## config.mk

```make
export PLATFORM = sky130hd
export DESIGN_NAME = store_buffer
export DESIGN_NICKNAME = d
export VERILOG_FILES = /design/src/rtl/sb_pkg.sv /design/src/rtl/sb_operand.sv /design/src/rtl/sb_slot.sv /design/src/rtl/sb_ring.sv /design/src/rtl/store_buffer.sv
export SDC_FILE = /design/constraint.sdc
export NUM_CORES = 2
export LEC_CHECK = 0
export BUFFER_PORTS_ARGS = -buffer_cell sky130_fd_sc_hd__buf_2
export CORE_MARGIN = 2
export CORE_UTILIZATION = 40
export DETAILED_ROUTE_END_ITERATION = 8
export PLACE_DENSITY = 0.55
export SYNTH_ARGS = -nofsm -noshare
export SYNTH_HDL_FRONTEND = slang
export SYNTH_SLANG_ARGS = --single-unit
```

## constraint.sdc

```tcl
create_clock -name clk -period 8.3 [get_ports clk]
set_input_delay 1.245 -clock clk [delete_from_list [all_inputs] [get_ports clk]]
set_output_delay 1.245 -clock clk [all_outputs]
set_load 0.02 [all_outputs]
```

## src/rtl/sb_pkg.sv

```systemverilog
package sb_pkg;
  typedef enum logic [1:0] {
    SLOT_EMPTY     = 2'd0,
    SLOT_GATHER    = 2'd1,
    SLOT_ADDRESSED = 2'd2
  } slot_phase_e;
endpackage

```

## src/rtl/sb_operand.sv

```systemverilog
// One tagged operand: a value plus the tag of its producer (0 = value present).
module sb_operand #(
  parameter int WORD_W = 32,
  parameter int TAG_W  = 4
) (
  input  logic              clk,
  input  logic              rst_n,
  input  logic              load_en,
  input  logic [TAG_W-1:0]  in_tag,
  input  logic [WORD_W-1:0] in_val,
  input  logic              bus_valid,
  input  logic [TAG_W-1:0]  bus_tag,
  input  logic [WORD_W-1:0] bus_value,
  output logic              ready,
  output logic [WORD_W-1:0] value
);
  logic [TAG_W-1:0]  tag_q;
  logic [WORD_W-1:0] val_q;
  logic              in_hit, wait_hit;

  // same-cycle bypass for the allocating store
  assign in_hit   = bus_valid && (in_tag != '0) && (bus_tag == in_tag);
  // capture for an operand already waiting
  assign wait_hit = bus_valid && (tag_q != '0) && (bus_tag == tag_q);

  always_ff @(posedge clk) begin
    if (!rst_n) begin
      tag_q <= '0;
      val_q <= '0;
    end else if (load_en) begin
      if (in_hit) begin
        tag_q <= '0;
        val_q <= bus_value;
      end else begin
        tag_q <= in_tag;
        val_q <= in_val;
      end
    end else if (wait_hit) begin
      tag_q <= '0;
      val_q <= bus_value;
    end
  end

  assign ready = (tag_q == '0);
  assign value = val_q;
endmodule

```

## src/rtl/sb_slot.sv

```systemverilog
// One store slot: base operand, offset, computed address and data operand.
module sb_slot
  import sb_pkg::*;
#(
  parameter int WORD_W = 32,
  parameter int TAG_W  = 4,
  parameter int OFF_W  = 12
) (
  input  logic              clk,
  input  logic              rst_n,
  input  logic              load_en,
  input  logic              release_en,
  input  logic [TAG_W-1:0]  in_base_tag,
  input  logic [WORD_W-1:0] in_base_val,
  input  logic [OFF_W-1:0]  in_offset,
  input  logic [TAG_W-1:0]  in_data_tag,
  input  logic [WORD_W-1:0] in_data_val,
  input  logic              bus_valid,
  input  logic [TAG_W-1:0]  bus_tag,
  input  logic [WORD_W-1:0] bus_value,
  output logic              occupied,
  output logic              addr_ok,
  output logic              data_ok,
  output logic [WORD_W-1:0] addr_out,
  output logic [WORD_W-1:0] data_out
);
  localparam int EXT_W = WORD_W - OFF_W;

  slot_phase_e       phase_q;
  logic [OFF_W-1:0]  off_q;
  logic [WORD_W-1:0] addr_q;
  logic              base_rdy;
  logic [WORD_W-1:0] base_val;
  logic [WORD_W-1:0] off_ext;

  sb_operand #(.WORD_W(WORD_W), .TAG_W(TAG_W)) u_base (
    .clk(clk), .rst_n(rst_n), .load_en(load_en),
    .in_tag(in_base_tag), .in_val(in_base_val),
    .bus_valid(bus_valid), .bus_tag(bus_tag), .bus_value(bus_value),
    .ready(base_rdy), .value(base_val)
  );

  sb_operand #(.WORD_W(WORD_W), .TAG_W(TAG_W)) u_data (
    .clk(clk), .rst_n(rst_n), .load_en(load_en),
    .in_tag(in_data_tag), .in_val(in_data_val),
    .bus_valid(bus_valid), .bus_tag(bus_tag), .bus_value(bus_value),
    .ready(data_ok), .value(data_out)
  );

  assign off_ext = {{EXT_W{off_q[OFF_W-1]}}, off_q};

  always_ff @(posedge clk) begin
    if (!rst_n) begin
      phase_q <= SLOT_EMPTY;
      off_q   <= '0;
      addr_q  <= '0;
    end else if (load_en) begin
      phase_q <= SLOT_GATHER;
      off_q   <= in_offset;
    end else if (release_en) begin
      phase_q <= SLOT_EMPTY;
    end else if (phase_q == SLOT_GATHER && base_rdy) begin
      addr_q  <= base_val + off_ext;
      phase_q <= SLOT_ADDRESSED;
    end
  end

  assign occupied = (phase_q != SLOT_EMPTY);
  assign addr_ok  = (phase_q == SLOT_ADDRESSED);
  assign addr_out = addr_q;
endmodule

```

## src/rtl/sb_ring.sv

```systemverilog
// Allocation-order bookkeeping: tail for new stores, head for the oldest.
module sb_ring #(
  parameter int DEPTH = 4,
  parameter int IDX_W = 2,
  parameter int CNT_W = 3
) (
  input  logic             clk,
  input  logic             rst_n,
  input  logic             push,
  input  logic             pop,
  output logic [IDX_W-1:0] head_idx,
  output logic [IDX_W-1:0] tail_idx,
  output logic             full
);
  logic [CNT_W-1:0] count_q;

  function automatic logic [IDX_W-1:0] next_idx(input logic [IDX_W-1:0] p);
    return (p == IDX_W'(DEPTH - 1)) ? '0 : p + 1'b1;
  endfunction

  always_ff @(posedge clk) begin
    if (!rst_n) begin
      head_idx <= '0;
      tail_idx <= '0;
      count_q  <= '0;
    end else begin
      if (push) tail_idx <= next_idx(tail_idx);
      if (pop)  head_idx <= next_idx(head_idx);
      count_q <= count_q + CNT_W'(push) - CNT_W'(pop);
    end
  end

  assign full = (count_q == CNT_W'(DEPTH));
endmodule

```

## src/rtl/store_buffer.sv

```systemverilog
module store_buffer #(
  parameter int ENTRIES = 4,
  parameter int WORD_W  = 32,
  parameter int TAG_W   = 4,
  parameter int OFF_W   = 12
) (
  input  logic              clk,
  input  logic              rst_n,
  input  logic              alloc_valid,
  output logic              alloc_ready,
  input  logic [TAG_W-1:0]  alloc_base_tag,
  input  logic [WORD_W-1:0] alloc_base_val,
  input  logic [OFF_W-1:0]  alloc_offset,
  input  logic [TAG_W-1:0]  alloc_data_tag,
  input  logic [WORD_W-1:0] alloc_data_val,
  input  logic              res_valid,
  input  logic [TAG_W-1:0]  res_tag,
  input  logic [WORD_W-1:0] res_value,
  output logic              mem_valid,
  input  logic              mem_ready,
  output logic [WORD_W-1:0] mem_addr,
  output logic [WORD_W-1:0] mem_data
);
  localparam int IDX_W = (ENTRIES > 1) ? $clog2(ENTRIES) : 1;
  localparam int CNT_W = $clog2(ENTRIES + 1);

  logic              push, pop, full;
  logic [IDX_W-1:0]  head_idx, tail_idx;
  logic [ENTRIES-1:0] load_vec, release_vec, occ_vec, aok_vec, dok_vec;
  logic [WORD_W-1:0] slot_addr [ENTRIES];
  logic [WORD_W-1:0] slot_data [ENTRIES];

  assign alloc_ready = !full;
  assign push        = alloc_valid && alloc_ready;
  assign pop         = mem_valid && mem_ready;

  sb_ring #(.DEPTH(ENTRIES), .IDX_W(IDX_W), .CNT_W(CNT_W)) u_ring (
    .clk(clk), .rst_n(rst_n), .push(push), .pop(pop),
    .head_idx(head_idx), .tail_idx(tail_idx), .full(full)
  );

  for (genvar i = 0; i < ENTRIES; i++) begin : g_slot
    assign load_vec[i]    = push && (tail_idx == IDX_W'(i));
    assign release_vec[i] = pop  && (head_idx == IDX_W'(i));

    sb_slot #(.WORD_W(WORD_W), .TAG_W(TAG_W), .OFF_W(OFF_W)) u_slot (
      .clk(clk), .rst_n(rst_n),
      .load_en(load_vec[i]), .release_en(release_vec[i]),
      .in_base_tag(alloc_base_tag), .in_base_val(alloc_base_val),
      .in_offset(alloc_offset),
      .in_data_tag(alloc_data_tag), .in_data_val(alloc_data_val),
      .bus_valid(res_valid), .bus_tag(res_tag), .bus_value(res_value),
      .occupied(occ_vec[i]), .addr_ok(aok_vec[i]), .data_ok(dok_vec[i]),
      .addr_out(slot_addr[i]), .data_out(slot_data[i])
    );
  end

  // only the oldest slot may write
  assign mem_valid = occ_vec[head_idx] & aok_vec[head_idx] & dok_vec[head_idx];
  assign mem_addr  = slot_addr[head_idx];
  assign mem_data  = slot_data[head_idx];
endmodule

```

* Word level (Yosys, flattened, before mapping)
Cells that the tools add are included. Widths: inputs -> output; s select.
Word-level totals: register bits 479, word-level logic and storage cells 223, output and inout port bits 66, latch bits 0, bits in read-only memories 0, input port bits 125, memories 0, RAM bits 0
Operators by class: shifts and indexed selects 0, mux-type cells 62, reductions and logical operators 79, bitwise gates (word level) 12, $mul 0, div/mod/pow operators 0, eq/ne operators 25, add/subtract/negate cells 8, $lt $le $gt $ge 2
Operators by type and width (count):
- $mux 32 | 22
- $add 32x32->32 | 4
- $bmux 32 s2 | 2
- $mux 4 | 18
- $eq 4x4->1 | 10
- $reduce_bool 4->1 | 10
- $logic_and 1x1->1 | 34
- $logic_not 4->1 | 8
- $reduce_bool 2->1 | 12
- $eq 2x2->1 const B | 8
- $mux 1 | 15
- $eq 2x1->1 const B | 6
- $reduce_and 3->1 | 4
- $reduce_bool 3->1 | 4
- $reduce_or 3->1 | 4
- $not 1->1 | 9
- $bmux 1 s2 | 3
- $add 2x1->2 const B | 2
- $logic_not 2->1 | 2
- $mux 2 | 2
- $add 3x1->3 | 1
- $eq 3x3->1 const B | 1
- $ge 3x3->1 const B | 1
- $lt 2x3->1 const B | 1
- 4 further kinds | 5

* Logic depth before layout (Yosys ltp)
depth after elaboration 9, gate-level depth with buffers 14, gate-level depth less buffers 12

* Modules after synthesis
A second synthesis with hierarchy kept.
Unflattened totals: cells, all modules 4242, area total of the unflattened synthesis 37267.0 um2
By module, submodules not included:
- sb_operand | cells each 301, area an instance 2687.6 um2, seq. area each 720.7 um2, instances 8
- sb_slot (g_slot[0].u_slot ...) | cells each 417, area an instance 3387.0 um2, seq. area each 920.9 um2, instances 3
- sb_slot (g_slot[3].u_slot) | cells each 445, area an instance 3499.6 um2, seq. area each 920.9 um2, instances 1
- store_buffer | cells each 106, area an instance 1762.9 um2, seq. area each 0.0 um2, instances 1
- sb_ring | cells each 32, area an instance 342.8 um2, seq. area each 140.1 um2, instances 1

* Worst setup path before layout
Ideal clock, no wire load.
path type register to output, from reg u_ring.head_idx[1], to out mem_data[10], data arrival time 2.018 ns, buffers on the path 3, setup slack 5.037 ns, required time 7.055 ns, stages on the path, launching flop included 5, cell sequence dfxtp_1 > buf_1 > clkbuf_1 > buf_2 > mux4_2
On the way: cells in the longest elaborated chain, start to end 4
Ends and longest elaborated chain:
- start, declared | line sb_ring.sv:11 | output logic [IDX_W-1:0] head_idx,
- start signal, assigned | line sb_ring.sv:28 | if (pop) head_idx <= next_idx(head_idx);
- $not 2->3 (implied by the code) | line store_buffer.sv:61 | assign mem_data = slot_data[head_idx];
- $bmux 32 s2 | line store_buffer.sv:61
- $mux 32 (implied by the code) (2 in a row) | line store_buffer.sv:61
- end, declared | line store_buffer.sv:22 | output logic [WORD_W-1:0] mem_data
Every way passes these cells. The select of a mux whose other input is x is not followed.

* Worst setup path in the final report
from reg u_ring.head_idx[0], to reg g_slot[0].u_slot.addr_q[20]
On the way: cells in the longest elaborated chain, start to end 8, elaborated cells on any way between the ends 13, classes of those cells mux: 6; bitwise: 3; reduce/logical: 4
Ends and longest elaborated chain:
- $bmux 1 s2 | line store_buffer.sv:59 | assign mem_valid = occ_vec[head_idx] & aok_vec[head_idx] & dok_vec[head_idx];
- $mux 1 (implied by the code) | line store_buffer.sv:59
- $and 1x1->1 (2 in a row) | line store_buffer.sv:59
- $logic_and 1x1->1 | line store_buffer.sv:35 | assign pop = mem_valid && mem_ready;
- $logic_and 1x1->1 (*) | line store_buffer.sv:44 | assign release_vec[i] = pop && (head_idx == IDX_W'(i));
- $not 1->1 (no source line) (*)
- $reduce_and 3->1 (no source line) (*)
- end signal, assigned | line sb_slot.sv:63 | addr_q <= base_val + off_ext;
- end, declared | line sb_slot.sv:31 | logic [WORD_W-1:0] addr_q;
Mark *: on every way between the ends. The rest lies on a longest branch, timed or not. The select of a mux whose other input is x is not followed. A chain may end at the register's enable or synchronous reset.

==> impl_metrics.tcl <==
set metrics [dict create \
    fin_crit_sh 0.526 \
    synth_edf_count 0 \
    cts_resized 0 \
    vias 25700 \
    p_leak_nw 12.4 \
    drc 0 \
    post_cts_buffers 0 \
    critPathCaptureType "register" \
    dieArea_um2 74200 \
    cts_hold_buf 0 \
    syn_nets 3596 \
    antenna_found_initial 12 \
    die_y_um 272 \
    cts.sinks 479 \
    pre_cts_slack_ns 3.90 \
    status "complete, no violations" \
    yosysWarnings 0 \
    holdWs_ns 0.451 \
    setup_viol 0 \
    portBuffers 190 \
    drv_slew 0 \
    cts_buffer_depth 3 \
    layout_common_cells "533 x a211oi_1, 477 x dfxtp_1, 323 x nand2_1" \
    h-tree-depth 2 \
    use_met1 0.379 \
    synth_cell_type_count 89 \
    nets 3580 \
    area_delta_synth_final_pct 11.0 \
    netlist_area_um2 28800 \
    syn_inst 3332 \
    finalCriticalPeriod_ns 4.37 \
    power.density_nw_per_um2 211 \
    maxCapViolCount 0 \
    routabilityCongestion 0.902 \
    io_pins 191 \
    drt-vias-per-instance 5.96 \
    die_x_um 272 \
    finalWirelength_um 96200 \
    drt_iter0_drc 2222 \
    reg2reg_slack_ns 3.93 \
    worstMarginPinSlew_ns 1.07 \
    grt_start_max_net_pins 170 \
    grt.met3_usage 0.0405 \
    worst_slack_ns 3.93 \
    path_class "register to register" \
    cp-start-kind "register" \
    cts_buffers 56 \
    fmax_ghz 0.229 \
    syn_area_per_cell_um2 8.65 \
    crit_arrival_ns 4.88 \
    antenna_left 0 \
    rsz0062_at_grt "no" \
    reg2reg_depth 11 \
    ys.flop_type "dfxtp_1" \
    yosys_register_bits 479 \
    gr-usage-met2 0.382 \
    clk_latency_ns 0.63 \
    vdd_drop_max_mv 0.151 \
    maxSlewHeadroom 0.288 \
    fin_setup_tns_ns 0 \
    final_common_cell "a211oi_1" \
    yosysSeqAreaShare 0.333 \
    coreArea_um2 71400 \
    drive_above_1_share 0.130 \
    clock_skew_ns 0.0238 \
    grt_pass1_vias 24800 \
    first_pass_iters 5 \
    grt-ovfl-total 0 \
    num_rows 98 \
    grt_pass1_wl_um 149000 \
    critPathMaxFanout 37 \
    dpl.hpwl_um 66400 \
    avgRoutedWirePerCell_um 22.3 \
    grt_use_total 0.254 \
    worst-endpoint-required_ns 8.81 \
    top_usage_layer "met2" \
    min_path_cells 2 \
    cts-root-buf "clkbuf_16" \
    hp-class "register to register" \
    cts_tree "built" \
    path_clk_slew_ns 0.06 \
    ys_async_sr_fraction 0 \
    initial_utilization 0.404 \
    hold_viol 0 \
]
[registers in the layout, indices dropped and copies added (netlist names)]
name and cells:
g_slot.u_slot.u_data.value 128, g_slot.u_slot.off_q 48, u_ring.tail_idx 2, g_slot.u_slot.u_base.value 128, u_ring.count_q 3, g_slot.u_slot.u_data.tag_q 16, u_ring.head_idx 2, g_slot.u_slot.phase_q 8
g_slot.u_slot.u_base.tag_q 16, g_slot.u_slot.addr_out 128
[path summary, 6_finish.rpt]
| check | from | endpoint |
|---|---|---|
| setup / recovery | u_ring.head_idx[0]$_SDFFE_PN0P_ | g_slot[0].u_slot.addr_out[20]$_SDFFE_PN0P_ |
| hold / removal | g_slot[2].u_slot.addr_out[24]$_SDFFE_PN0P_ | g_slot[2].u_slot.addr_out[24]$_SDFFE_PN0P_ |
| setup reg to reg | u_ring.head_idx[0]$_SDFFE_PN0P_ | g_slot[0].u_slot.addr_out[20]$_SDFFE_PN0P_ |
| hold reg to reg | g_slot[2].u_slot.addr_out[24]$_SDFFE_PN0P_ | g_slot[2].u_slot.addr_out[24]$_SDFFE_PN0P_ |
[area by class of cell]
type / count / area (um2)
Clock buffer: 78 / 1640
Multi-Input combinational cell: 2513 / 17900
Inverter: 43 / 169
Timing Repair Buffer: 223 / 1220
Sequential cell: 479 / 9600
Antenna cell: 1 / 2.50
Fill cell: 7012 / 39400
Tap cell: 950 / 1190
Clock inverter: 26 / 251
[worst max-delay path, stage by stage (launching register included)]
cell and delay [ns]:
dfxtp_4 0.72, buf_4 0.74, nand2_1 0.17, nor4_2 0.21, a211oi_2 0.08, nor3b_2 0.84, nand2_1 0.25, nand3_2 0.28
buf_4 0.38, or3_1 0.16, mux2i_1 0.06, a311o_1 0.31
[routing by layer]
layer | vias up | share of wire | wire length (um)
li1 | 12300 | - | -
met1 | 12400 | 0.48 | 46300
met2 | 776 | 0.43 | 41700
met3 | 139 | 0.064 | 6150
met4 | 22 | 0.020 | 1910
met5 | - | 0.0016 | 154
[metrics by stage]
stage / area [um2] / total power [W] / instances / utilization
after global routing: 32000 / 0.00706 / 4313 / 0.448
after global placement: 30100 / 0.00419 / 4208 / 0.422
after floorplan: 28800 / 0.00376 / 3332 / -
after CTS: 32000 / 0.00678 / 4312 / 0.448
final: 32000 / 0.00675 / 4313 / 0.448
after detailed placement: 30100 / 0.00423 / 4208 / 0.422
[cells by family after synthesis]
group / after synthesis / share of synthesized area
AOI/OAI and AO/OA: 1102 / 0.266
xor gates and xnor gates: 128 / 0.0389
adders and majority gates: 139 / 0.0616
buffers and inverters: 340 / 0.0499
DFF: 479 / 0.333
muxes: 150 / 0.0799
and+or+nand+nor: 994 / 0.171
[cell usage after synthesis, types with 8 or more instances]
master | instances | area share
or3_1 | 10 | 0.0022
a21o_1 | 80 | 0.021
o21ai_0 | 78 | 0.014
nor3_1 | 32 | 0.0056
o31ai_1 | 10 | 0.0026
buf_4 | 8 | 0.0021
nand3_1 | 60 | 0.010
a211oi_1 | 533 | 0.14
and2_1 | 10 | 0.0022
ha_1 | 134 | 0.058
xor2_1 | 34 | 0.010
xnor2_1 | 94 | 0.029
mux2i_1 | 86 | 0.030
dfxtp_1 | 479 | 0.33
nand2_1 | 323 | 0.042
mux4_2 | 64 | 0.050
o21a_1 | 9 | 0.0023
o22a_1 | 32 | 0.0097
nor2b_1 | 266 | 0.058
a21oi_1 | 252 | 0.044
buf_2 | 28 | 0.0049
nor4_1 | 11 | 0.0024
inv_1 | 43 | 0.0056
buf_1 | 10 | 0.0013
o211ai_1 | 14 | 0.0036
and3_1 | 17 | 0.0037
nor2_1 | 185 | 0.024
o21bai_1 | 15 | 0.0039
or4_1 | 9 | 0.0023
nand4_1 | 36 | 0.0078
a31oi_1 | 10 | 0.0022
clkbuf_1 | 241 | 0.031
[power by group]
part	total (W)	switching [W]	internal, W
Combinational	0.00152	0.000939	0.000586
Clock	0.00254	0.00106	0.00148
Sequential	0.00268	0.000186	0.00250
Total	0.00675	0.00218	0.00456
(Power assumes the default switching activity.)
